### src/rtl/lps_pkg.sv
// Shared state encoding for the low-power operating-point sequencer.
package lps_pkg;
    typedef enum logic [2:0] {
        ST_NORMAL  = 3'd0,
        ST_E_RATIO = 3'd1,
        ST_E_VID   = 3'd2,
        ST_LOW     = 3'd3,
        ST_X_VID   = 3'd4,
        ST_X_RATIO = 3'd5
    } lps_state_e;
endpackage

### src/rtl/lps_halt_qual.sv
// Entry qualifier: asserts go when every core reports halted and the
// feature is enabled. Assumes halted flags are already synchronous to clk.
module lps_halt_qual #(
    parameter int NCORES = 2
) (
    input  logic [NCORES-1:0] core_halted,
    input  logic              lp_enable,
    output logic              go
);
    // One AND term per core, chained so any running core blocks entry.
    logic [NCORES:0] chain;
    assign chain[0] = lp_enable;
    for (genvar g = 0; g < NCORES; g++) begin : g_core
        assign chain[g+1] = chain[g] & core_halted[g];
    end
    assign go = chain[NCORES];
endmodule

### src/rtl/lps_step_timer.sv
// Step watchdog: counts cycles a request waits for its acknowledge and
// sets a sticky error when the count reaches the limit. Limit 0 disables.
module lps_step_timer #(
    parameter int TMO_W = 12
) (
    input  logic             clk,
    input  logic             rst_n,
    input  logic             busy,
    input  logic             done,
    input  logic [TMO_W-1:0] limit,
    output logic             err
);
    logic [TMO_W-1:0] wait_cnt;
    logic [TMO_W-1:0] cnt_nx;

    assign cnt_nx = wait_cnt + 1'b1;

    // Wait counter: restarts on every completed step or idle cycle.
    always_ff @(posedge clk) begin
        if (!rst_n || !busy || done) wait_cnt <= '0;
        else if (cnt_nx != '0)       wait_cnt <= cnt_nx;
    end

    // Sticky error flag, cleared only by reset.
    always_ff @(posedge clk) begin
        if (!rst_n) err <= 1'b0;
        else if (busy && !done && limit != '0 && cnt_nx == limit) err <= 1'b1;
    end

    p_err_sticky_r9: assert property (@(posedge clk) disable iff (!rst_n)
        err |=> err);
endmodule

### src/rtl/lps_seq_fsm.sv
// Operating-point sequencer: lowers ratio then voltage on entry, raises
// voltage then ratio on exit, each step waiting for its unit's acknowledge.
// Assumes acknowledges are only meaningful while the matching request is high.
module lps_seq_fsm
    import lps_pkg::*;
#(
    parameter int RATIO_W = 6,
    parameter int VID_W   = 7
) (
    input  logic               clk,
    input  logic               rst_n,
    input  logic               go,
    input  logic               break_evt,
    input  logic [RATIO_W-1:0] nom_ratio,
    input  logic [VID_W-1:0]   nom_vid,
    input  logic [RATIO_W-1:0] low_ratio,
    input  logic [VID_W-1:0]   low_vid,
    input  logic               ratio_ack,
    input  logic               vid_ack,
    output logic [RATIO_W-1:0] ratio_code,
    output logic [VID_W-1:0]   vid_code,
    output logic               ratio_req,
    output logic               vid_req,
    output lps_state_e         st
);
    logic [RATIO_W-1:0] sv_ratio;
    logic [VID_W-1:0]   sv_vid;
    logic [VID_W-1:0]   lo_vid;
    logic               brk_pend;
    logic               abort;

    assign abort     = brk_pend | break_evt;
    assign ratio_req = (st == ST_E_RATIO) || (st == ST_X_RATIO);
    assign vid_req   = (st == ST_E_VID)   || (st == ST_X_VID);

    // State, applied codes, saved codes and pending-break tracking.
    always_ff @(posedge clk) begin
        if (!rst_n) begin
            st         <= ST_NORMAL;
            ratio_code <= '0;
            vid_code   <= '0;
            sv_ratio   <= '0;
            sv_vid     <= '0;
            lo_vid     <= '0;
            brk_pend   <= 1'b0;
        end else begin
            case (st)
                ST_NORMAL: begin
                    brk_pend <= 1'b0;
                    vid_code <= nom_vid;
                    if (go) begin
                        st         <= ST_E_RATIO;
                        sv_ratio   <= ratio_code;
                        sv_vid     <= vid_code;
                        lo_vid     <= low_vid;
                        ratio_code <= low_ratio;
                        vid_code   <= vid_code;
                    end else begin
                        ratio_code <= nom_ratio;
                    end
                end
                ST_E_RATIO: begin
                    if (break_evt) brk_pend <= 1'b1;
                    if (ratio_ack) begin
                        if (abort) begin
                            st         <= ST_X_RATIO;
                            ratio_code <= sv_ratio;
                        end else begin
                            st       <= ST_E_VID;
                            vid_code <= lo_vid;
                        end
                    end
                end
                ST_E_VID: begin
                    if (break_evt) brk_pend <= 1'b1;
                    if (vid_ack) begin
                        if (abort) begin
                            st       <= ST_X_VID;
                            vid_code <= sv_vid;
                        end else begin
                            st <= ST_LOW;
                        end
                    end
                end
                ST_LOW: begin
                    if (break_evt) begin
                        st       <= ST_X_VID;
                        vid_code <= sv_vid;
                    end
                end
                ST_X_VID: begin
                    if (vid_ack) begin
                        st         <= ST_X_RATIO;
                        ratio_code <= sv_ratio;
                    end
                end
                ST_X_RATIO: begin
                    if (ratio_ack) st <= ST_NORMAL;
                end
                default: st <= ST_NORMAL;
            endcase
        end
    end

    p_entry_gated_r1: assert property (@(posedge clk) disable iff (!rst_n)
        (st == ST_E_RATIO && $past(st) == ST_NORMAL) |-> $past(go));
    p_entry_order_r3: assert property (@(posedge clk) disable iff (!rst_n)
        (st == ST_E_VID && $past(st) != ST_E_VID) |-> ($past(st) == ST_E_RATIO && $past(ratio_ack)));
    p_low_codes_r3: assert property (@(posedge clk) disable iff (!rst_n)
        (st == ST_LOW) |-> (vid_code == lo_vid));
    p_exit_start_r4: assert property (@(posedge clk) disable iff (!rst_n)
        (st == ST_LOW && break_evt) |=> (st == ST_X_VID));
    p_exit_order_r5: assert property (@(posedge clk) disable iff (!rst_n)
        (st == ST_X_RATIO) |-> (vid_code == sv_vid));
    p_restore_r6: assert property (@(posedge clk) disable iff (!rst_n)
        (st == ST_NORMAL && $past(st) == ST_X_RATIO) |-> (ratio_code == sv_ratio && vid_code == sv_vid));
    p_abort_skips_low_r8: assert property (@(posedge clk) disable iff (!rst_n)
        (st == ST_E_VID && brk_pend && vid_ack) |=> (st == ST_X_VID));
    p_req_excl_r10: assert property (@(posedge clk) disable iff (!rst_n)
        $onehot0({ratio_req, vid_req}));
endmodule

### src/rtl/lps_seq_top.sv
// Top of the low-power operating-point sequencer: entry qualifier, step
// sequencer, step watchdog and a snoop responder that runs in every state.
module lps_seq_top
    import lps_pkg::*;
#(
    parameter int NCORES  = 2,
    parameter int RATIO_W = 6,
    parameter int VID_W   = 7,
    parameter int TMO_W   = 12
) (
    input  logic               clk,
    input  logic               rst_n,
    input  logic [NCORES-1:0]  core_halted,
    input  logic               lp_enable,
    input  logic               break_evt,
    input  logic [RATIO_W-1:0] nom_ratio,
    input  logic [VID_W-1:0]   nom_vid,
    input  logic [RATIO_W-1:0] low_ratio,
    input  logic [VID_W-1:0]   low_vid,
    input  logic               ratio_ack,
    input  logic               vid_ack,
    input  logic [TMO_W-1:0]   tmo_limit,
    input  logic               snoop_req,
    output logic [RATIO_W-1:0] ratio_code,
    output logic [VID_W-1:0]   vid_code,
    output logic               ratio_req,
    output logic               vid_req,
    output logic [2:0]         lp_state,
    output logic               lp_active,
    output logic               seq_error,
    output logic               snoop_ack
);
    logic       go;
    lps_state_e st;
    logic       step_done;

    lps_halt_qual #(.NCORES(NCORES)) u_qual (
        .core_halted (core_halted),
        .lp_enable   (lp_enable),
        .go          (go)
    );

    lps_seq_fsm #(.RATIO_W(RATIO_W), .VID_W(VID_W)) u_fsm (
        .clk        (clk),
        .rst_n      (rst_n),
        .go         (go),
        .break_evt  (break_evt),
        .nom_ratio  (nom_ratio),
        .nom_vid    (nom_vid),
        .low_ratio  (low_ratio),
        .low_vid    (low_vid),
        .ratio_ack  (ratio_ack),
        .vid_ack    (vid_ack),
        .ratio_code (ratio_code),
        .vid_code   (vid_code),
        .ratio_req  (ratio_req),
        .vid_req    (vid_req),
        .st         (st)
    );

    assign step_done = (ratio_req & ratio_ack) | (vid_req & vid_ack);

    lps_step_timer #(.TMO_W(TMO_W)) u_tmr (
        .clk   (clk),
        .rst_n (rst_n),
        .busy  (ratio_req | vid_req),
        .done  (step_done),
        .limit (tmo_limit),
        .err   (seq_error)
    );

    assign lp_state  = st;
    assign lp_active = (st != ST_NORMAL);

    // Snoop responder: independent of the operating point.
    always_ff @(posedge clk) begin
        if (!rst_n) snoop_ack <= 1'b0;
        else        snoop_ack <= snoop_req;
    end

    p_snoop_served_r7: assert property (@(posedge clk) disable iff (!rst_n)
        snoop_req |=> snoop_ack);
endmodule

### config.mk
export PLATFORM = sky130hd
export DESIGN_NAME = lps_seq_top
export DESIGN_NICKNAME = d
export VERILOG_FILES = /design/src/rtl/lps_pkg.sv /design/src/rtl/lps_halt_qual.sv /design/src/rtl/lps_step_timer.sv /design/src/rtl/lps_seq_fsm.sv /design/src/rtl/lps_seq_top.sv
export SDC_FILE = /design/constraint.sdc
export NUM_CORES = 1
export LEC_CHECK = 0
export BUFFER_PORTS_ARGS = -buffer_cell sky130_fd_sc_hd__buf_2
export CAP_MARGIN = 20
export CORE_UTILIZATION = 56
export CTS_BUF_LIST = sky130_fd_sc_hd__clkbuf_2 sky130_fd_sc_hd__clkbuf_4 sky130_fd_sc_hd__clkbuf_8
export CTS_CLUSTER_DIAMETER = 150
export CTS_CLUSTER_SIZE = 28
export DETAILED_ROUTE_END_ITERATION = 8
export PLACE_DENSITY = 0.82
export SYNTH_ARGS = -nofsm -noshare
export SYNTH_HDL_FRONTEND = slang
export SYNTH_HIERARCHICAL = 1
export SYNTH_SLANG_ARGS = --single-unit
export TNS_END_PERCENT = 20
### constraint.sdc
create_clock -name clk -period 3.1 [get_ports clk]
set_input_delay 0.155 -clock clk [delete_from_list [all_inputs] [get_ports clk]]
set_output_delay 0.155 -clock clk [all_outputs]
set_load 0.05 [all_outputs]
; ---- Word level (Yosys, flattened, before mapping)
; Cells that the tools add are included.
; W data, S select, Z words.
[totals]
register_bits = 51
input_bits = 47
output_inout_bits = 21
wordCells = 81
[op_classes]
add_sub_neg = 1
eq_ne = 17
mux = 23
bitwise_logic = 7
n_reduce_logical = 23
[op_table]
columns = operator, n
row1 = $mux W7, 6
row2 = $pmux W7 S4, 1
row3 = $mux W3, 8
row4 = $mux W6, 4
row5 = $reduce_bool A12 Y1, 2
row6 = $pmux W3 S6, 1
row7 = $pmux W6 S3, 1
row8 = $ne A2 B2 Y1 const B, 8
row9 = $add A12 B1 Y12 const B, 1
row10 = $eq A12 B12 Y1, 1
row11 = $reduce_and A7 Y1, 1
row12 = $eq A3 B2 Y1 const B, 2
row13 = $eq A3 B3 Y1 const B, 2
row14 = $ne A2 B1 Y1 const B, 3
row15 = $reduce_and A6 Y1, 1
row16 = $reduce_bool A3 Y1, 2
row17 = $and A1 B1 Y1, 4
row18 = $logic_or A1 B1 Y1, 4
row19 = $reduce_and A2 Y1, 2
row20 = $reduce_and A4 Y1, 1
row21 = $reduce_bool A4 Y1, 1
row22 = $eq A3 B1 Y1 const B, 1
row23 = $logic_and A1 B1 Y1, 3
row24 = $logic_not A1 Y1, 3
row25 = other kinds (6), 8

; ---- Longest topological paths before layout
[logic_depth]
depth_word = 8
mapped_depth = 9
ltp_nobuf = 8

; ---- Hierarchy
; The synthesis kept the hierarchy.
[modules_own_cells]
columns = module, n_inst, cells_each, area_each_um2, seq_area_each_um2
row1 = lps_seq_fsm, 1, 238, 1879.3, 740.7
row2 = lps_step_timer, 1, 127, 1089.8, 260.2
row3 = lps_seq_top, 1, 5, 47.5, 20.0
row4 = lps_halt_qual, 1, 1, 6.3, 0.0

; ---- Least setup slack after synthesis
; OpenSTA, ideal clock, no wires.
[synth_path]
path_kind = flip-flop to flip-flop
start = reg u_fsm.st[2]
end = reg u_tmr.err
arrival_time_ns = 3.156
slack_ns = -0.126
stages_incl_launch_ff = 10
path_buffers = 2
period_less_slack_ns = 3.226
path_cell_list = dfxtp_1 -> buf_4 -> clkbuf_1 -> nand2b_1 -> a21oi_1 -> or2_2 -> nand3b_1 -> nor4_1 -> nand4_1 -> a21oi_1
[synth_via]
elab_chain_len = 8
[synth_lines]
columns = element, line
row1 = start: declaration, lps_seq_fsm.sv:24  ; output lps_state_e st
row2 = start signal: assignment, lps_seq_fsm.sv:39  ; st <= ST_NORMAL;
row3 = start signal: assignment, lps_seq_fsm.sv:52  ; st <= ST_E_RATIO;
row4 = start signal: assignment, lps_seq_fsm.sv:66  ; st <= ST_X_RATIO;
row5 = $eq A3 B2 Y1 or $eq A3 B3 Y1 (tied branches), lps_seq_fsm.sv:34  ; assign vid_req = (st == ST_E_VID) || (st == ST_X_VID);
row6 = $logic_or A1 B1 Y1 (*), lps_seq_fsm.sv:34
row7 = named net vid_req, lps_seq_top.sv:27  ; output logic vid_req,
row8 = $and A1 B1 Y1, lps_seq_top.sv:61  ; assign step_done = (ratio_req & ratio_ack) | (vid_req & vid_ack);
row9 = $or A1 B1 Y1, lps_seq_top.sv:61
row10 = $logic_not A1 Y1, lps_step_timer.sv:27  ; else if (busy && !done && limit != '0 && cnt_nx == limit) err <= 1'b1;
row11 = $logic_and A1 B1 Y1 (*) (3 in a row), lps_step_timer.sv:27
row12 = end signal: assignment, lps_step_timer.sv:26  ; if (!rst_n) err <= 1'b0;
row13 = end signal: assignment, lps_step_timer.sv:27
row14 = end: declaration, lps_step_timer.sv:11  ; output logic err
; Mark *: on every way through the listed nets, which the timed path passes. The rest lies on a longest branch.
; A chain may end at the register's enable or synchronous reset.

; ---- Final worst setup path
[layout_path]
start = reg u_tmr.wait_cnt[0]
end = reg u_tmr.wait_cnt[5]
[layout_via]
elab_chain_len = 2
[layout_lines]
columns = element, line
row1 = start: declaration, lps_step_timer.sv:13  ; logic [TMO_W-1:0] wait_cnt;
row2 = start signal: assignment, lps_step_timer.sv:21  ; else if (cnt_nx != '0) wait_cnt <= cnt_nx;
row3 = $add A12 B1 Y12 (*), lps_step_timer.sv:16  ; assign cnt_nx = wait_cnt + 1'b1;
row4 = $reduce_bool A12 Y1, lps_step_timer.sv:21
; Every way passes the cells marked *; elsewhere a longest branch is shown, timed or not.

==> flow_metrics.env <==
export IMPL_outcome="finished clean"
export IMPL_ys_async_sr_fraction=0
export IMPL_areaGrowthSynthToFinish_pct=13.00
export IMPL_worstSetupPathType="reg -> reg"
export IMPL_grt_overflow=0
export IMPL_grt_pass1_wl_microns=11270
export IMPL_drtPass1Iterations=5
export IMPL_maxSlewViolCount=0
export IMPL_syn_inst=371
export IMPL_numCtsBuffers=5
export IMPL_fin_crit_ns=2.557
export IMPL_synthMuxAreaShare=0.07533
export IMPL_synthAdderAreaFrac=0.008278
export IMPL_fin_cells=497
export IMPL_ys_ff_latch=51
export IMPL_leakagePower_nw=1.354
export IMPL_syn_num_nets=420
export IMPL_grt_pass1_vias=2495
export IMPL_final_common_cell="nand2_1"
export IMPL_clockBufferDepth=2
export IMPL_grt_max_degree=24
export IMPL_setup_viol=0
export IMPL_final_hold_viol_count=0
export IMPL_crit_arrival_ns=2.78
export IMPL_synth_cell_types=60
export IMPL_p_per_area_mw_per_mm2=524.9
export IMPL_antenna_found_initial=0
export IMPL_diodes=0
export IMPL_synth_compound_area_frac=0.2003
export IMPL_clkTransAtPathRegs_ns=0.09
export IMPL_cts_tree="done"
export IMPL_worstMarginPinSlew_ns=0.8335
export IMPL_globalplace_congestion=0.8885
export IMPL_fp_row_count=26
export IMPL_ys_seq_area_frac=0.3377
export IMPL_cts_root_buf="clkbuf_8"
export IMPL_drive_gt1_frac=0.2623
export IMPL_syn_area_per_cell_sq_um=8.148
export IMPL_synth_warnings=6
export IMPL_synth_area_sq_mm=0.003023
export IMPL_fin_worst_skew_ns=0.005199
export IMPL_detail_route_wl_per_cell_microns=14.37
export IMPL_num_vias=2875
export IMPL_fin_nets=475
export IMPL_synth_top_cell_area_share=0.3377
export IMPL_hp_class="in -> reg"
export IMPL_drt_iter0_markers=229
export IMPL_dieArea_sq_mm=0.005696
export IMPL_io_buffers=67
export IMPL_yosys_area_share_simple=0.2368
export IMPL_synth_edf_count=0
export IMPL_most_common_layout_cells="68 x nand2_1, 67 x buf_2, 51 x dfxtp_1"
export IMPL_start_util=0.5881
export IMPL_dpl_hpwl_microns=5063
export IMPL_pin_count=68
export IMPL_drt_antenna_violating_nets=0
export IMPL_synth_top_family_by_area="simple AND/OR/NAND/NOR gates"
export IMPL_worst_setup_path_start_kind="flop"
export IMPL_setup_tns_ns=0
export IMPL_worst_slew_margin_rel=0.4443
export IMPL_fillers=479
export IMPL_synthXorXnorAreaFrac=0.08113
export IMPL_endpoint_kind="flop"
export IMPL_synth_area_leaders="dfxtp_1 34%, nand2_1 8.4%, xnor2_1 6.4%, a21oi_1 6.3%, mux2i_1 5.3%"
export IMPL_clkLatencyLatePin_ns=0.30
export IMPL_routed_wirelength_microns=7144
export IMPL_viasPerCell=5.785
export IMPL_peakVddDrop_uv=312.5
export IMPL_synth_main_ff_cell="dfxtp_1"
export IMPL_dp_cells=489
export IMPL_grtUsageTotal=0.2573
export IMPL_fmax_mhz=391.0
export IMPL_critical_path_max_fanout=9
export IMPL_required_ns=3.32
export IMPL_rsz0062_at_grt="false"
export IMPL_drcViolationCount=0
export IMPL_finalPower_mw=1.793
export IMPL_die_w_microns=75.47
export IMPL_ctsHoldBuffers=0
export IMPL_post_cts_buffers=0
export IMPL_cts_repair_resized=0
export IMPL_post_synth_top_area_cell="dfxtp_1"
export IMPL_maxCapViolCount=0
export IMPL_cts_htree_levels=2
export IMPL_period_share=0.8249
export IMPL_cts_num_sinks=51
export IMPL_design_core_area_sq_mm=0.005140
export IMPL_die_h_microns=75.47
cells in the mapped netlist, types with 2 or more instances:
cell	n
nand2_1	68
dfxtp_1	51
a21oi_1	38
nor2_1	24
xnor2_1	22
o21ai_0	20
mux2i_1	16
clkbuf_1	12
nor3_1	9
nor4_1	8
a31oi_1	7
o221a_2	7
buf_6	6
mux2_2	6
xor2_1	6
nand3_1	5
and3_1	4
buf_2	3
inv_1	3
nand4_1	3
nor2b_1	3
a21boi_0	2
a221oi_2	2
a311oi_1	2
and2_1	2
and3_2	2
clkbuf_8	2
ha_1	2
nand2b_1	2
nor2_2	2
or2_2	2
or3_1	2
area by class of cell:
cell class,instances,area [sq um],area share
Clock inverter,2,12.51,0.003663
Clock buffer,6,76.32,0.02234
Inverter,4,15.01,0.004396
Sequential cell,51,1021,0.2989
Timing Repair Buffer,73,380.4,0.1114
Multi-Input combinational cell,291,1823,0.5337
Tap cell,70,87.58,0.02564
report_power, final:
group | internal (mW) | switching, mW
Clock | 0.167 | 0.221
Sequential | 0.715 | 0.0569
Combinational | 0.210 | 0.423
layer usage:
layer,track usage,wire length (microns),vias to the layer above
met5,0,0,-
met4,0.08025,93,0
met3,0.04497,479,11
met2,0.4206,3237,131
met1,0.3473,3333,1316
li1,-,-,1417
cells by family (layout without fill, tap and decap cells):
| group | count (synthesis) | after routing |
|---|---|---|
| and+or+nand+nor | 148 | 148 |
| adders and majority gates | 2 | 2 |
| xor gates and xnor gates | 28 | 28 |
| AOI/OAI and AO/OA | 91 | 91 |
| buffers and inverters | 29 | 85 |
| muxes | 22 | 22 |
| DFF | 51 | 51 |
worst max-delay path, cell delays in order (launching register included):
cell and delay (ns):
dfxtp_1 0.40, ha_1 0.29, and3_1 0.31, and2_4 0.21, or3_4 0.34, a221oi_4 0.38
nand2_4 0.16, a21bo_1 0.21, a221oi_2 0.19
flip-flops by register name, summed over array words and instances (netlist names):
register / count
u_tmr/wait_cnt: 12
u_fsm/lo_vid: 7
u_fsm/sv_vid: 7
u_fsm/vid_code: 7
u_fsm/ratio_code: 6
u_fsm/sv_ratio: 6
u_fsm/st: 3
snoop_ack: 1
u_fsm/brk_pend: 1
u_tmr/err: 1
path summary, 6_finish.rpt:
kind                                    endpoint                      startpoint  cells past startpoint  slack [ns]
setup / recovery  u_tmr/wait_cnt[5]$_SDFFE_PP0P_  u_tmr/wait_cnt[0]$_SDFFE_PP0P_                      8        0.54
hold / removal              snoop_ack$_SDFF_PN0_                       snoop_req                      2        0.06
setup reg to reg  u_tmr/wait_cnt[5]$_SDFFE_PP0P_  u_tmr/wait_cnt[0]$_SDFFE_PP0P_                      8        0.54
hold reg to reg     u_fsm/sv_vid[5]$_SDFFE_PN0P_    u_fsm/sv_vid[5]$_SDFFE_PN0P_                      2        0.46
metrics by stage:
stage               hold slack [ns]  cell area [sq um]  setup WS [ns]    util
detailed placement           0.3712               3327         0.5950  0.6473
global route                0.04980               3416         0.4183  0.6646
global placement             0.3611               3327         0.6583  0.6473
finish                      0.05571               3416         0.5428  0.6646
floorplan                    0.2767               3027         0.2164       -
CTS                         0.05491               3416         0.5726  0.6646
No activity file was read; power rests on OpenSTA's default activity.
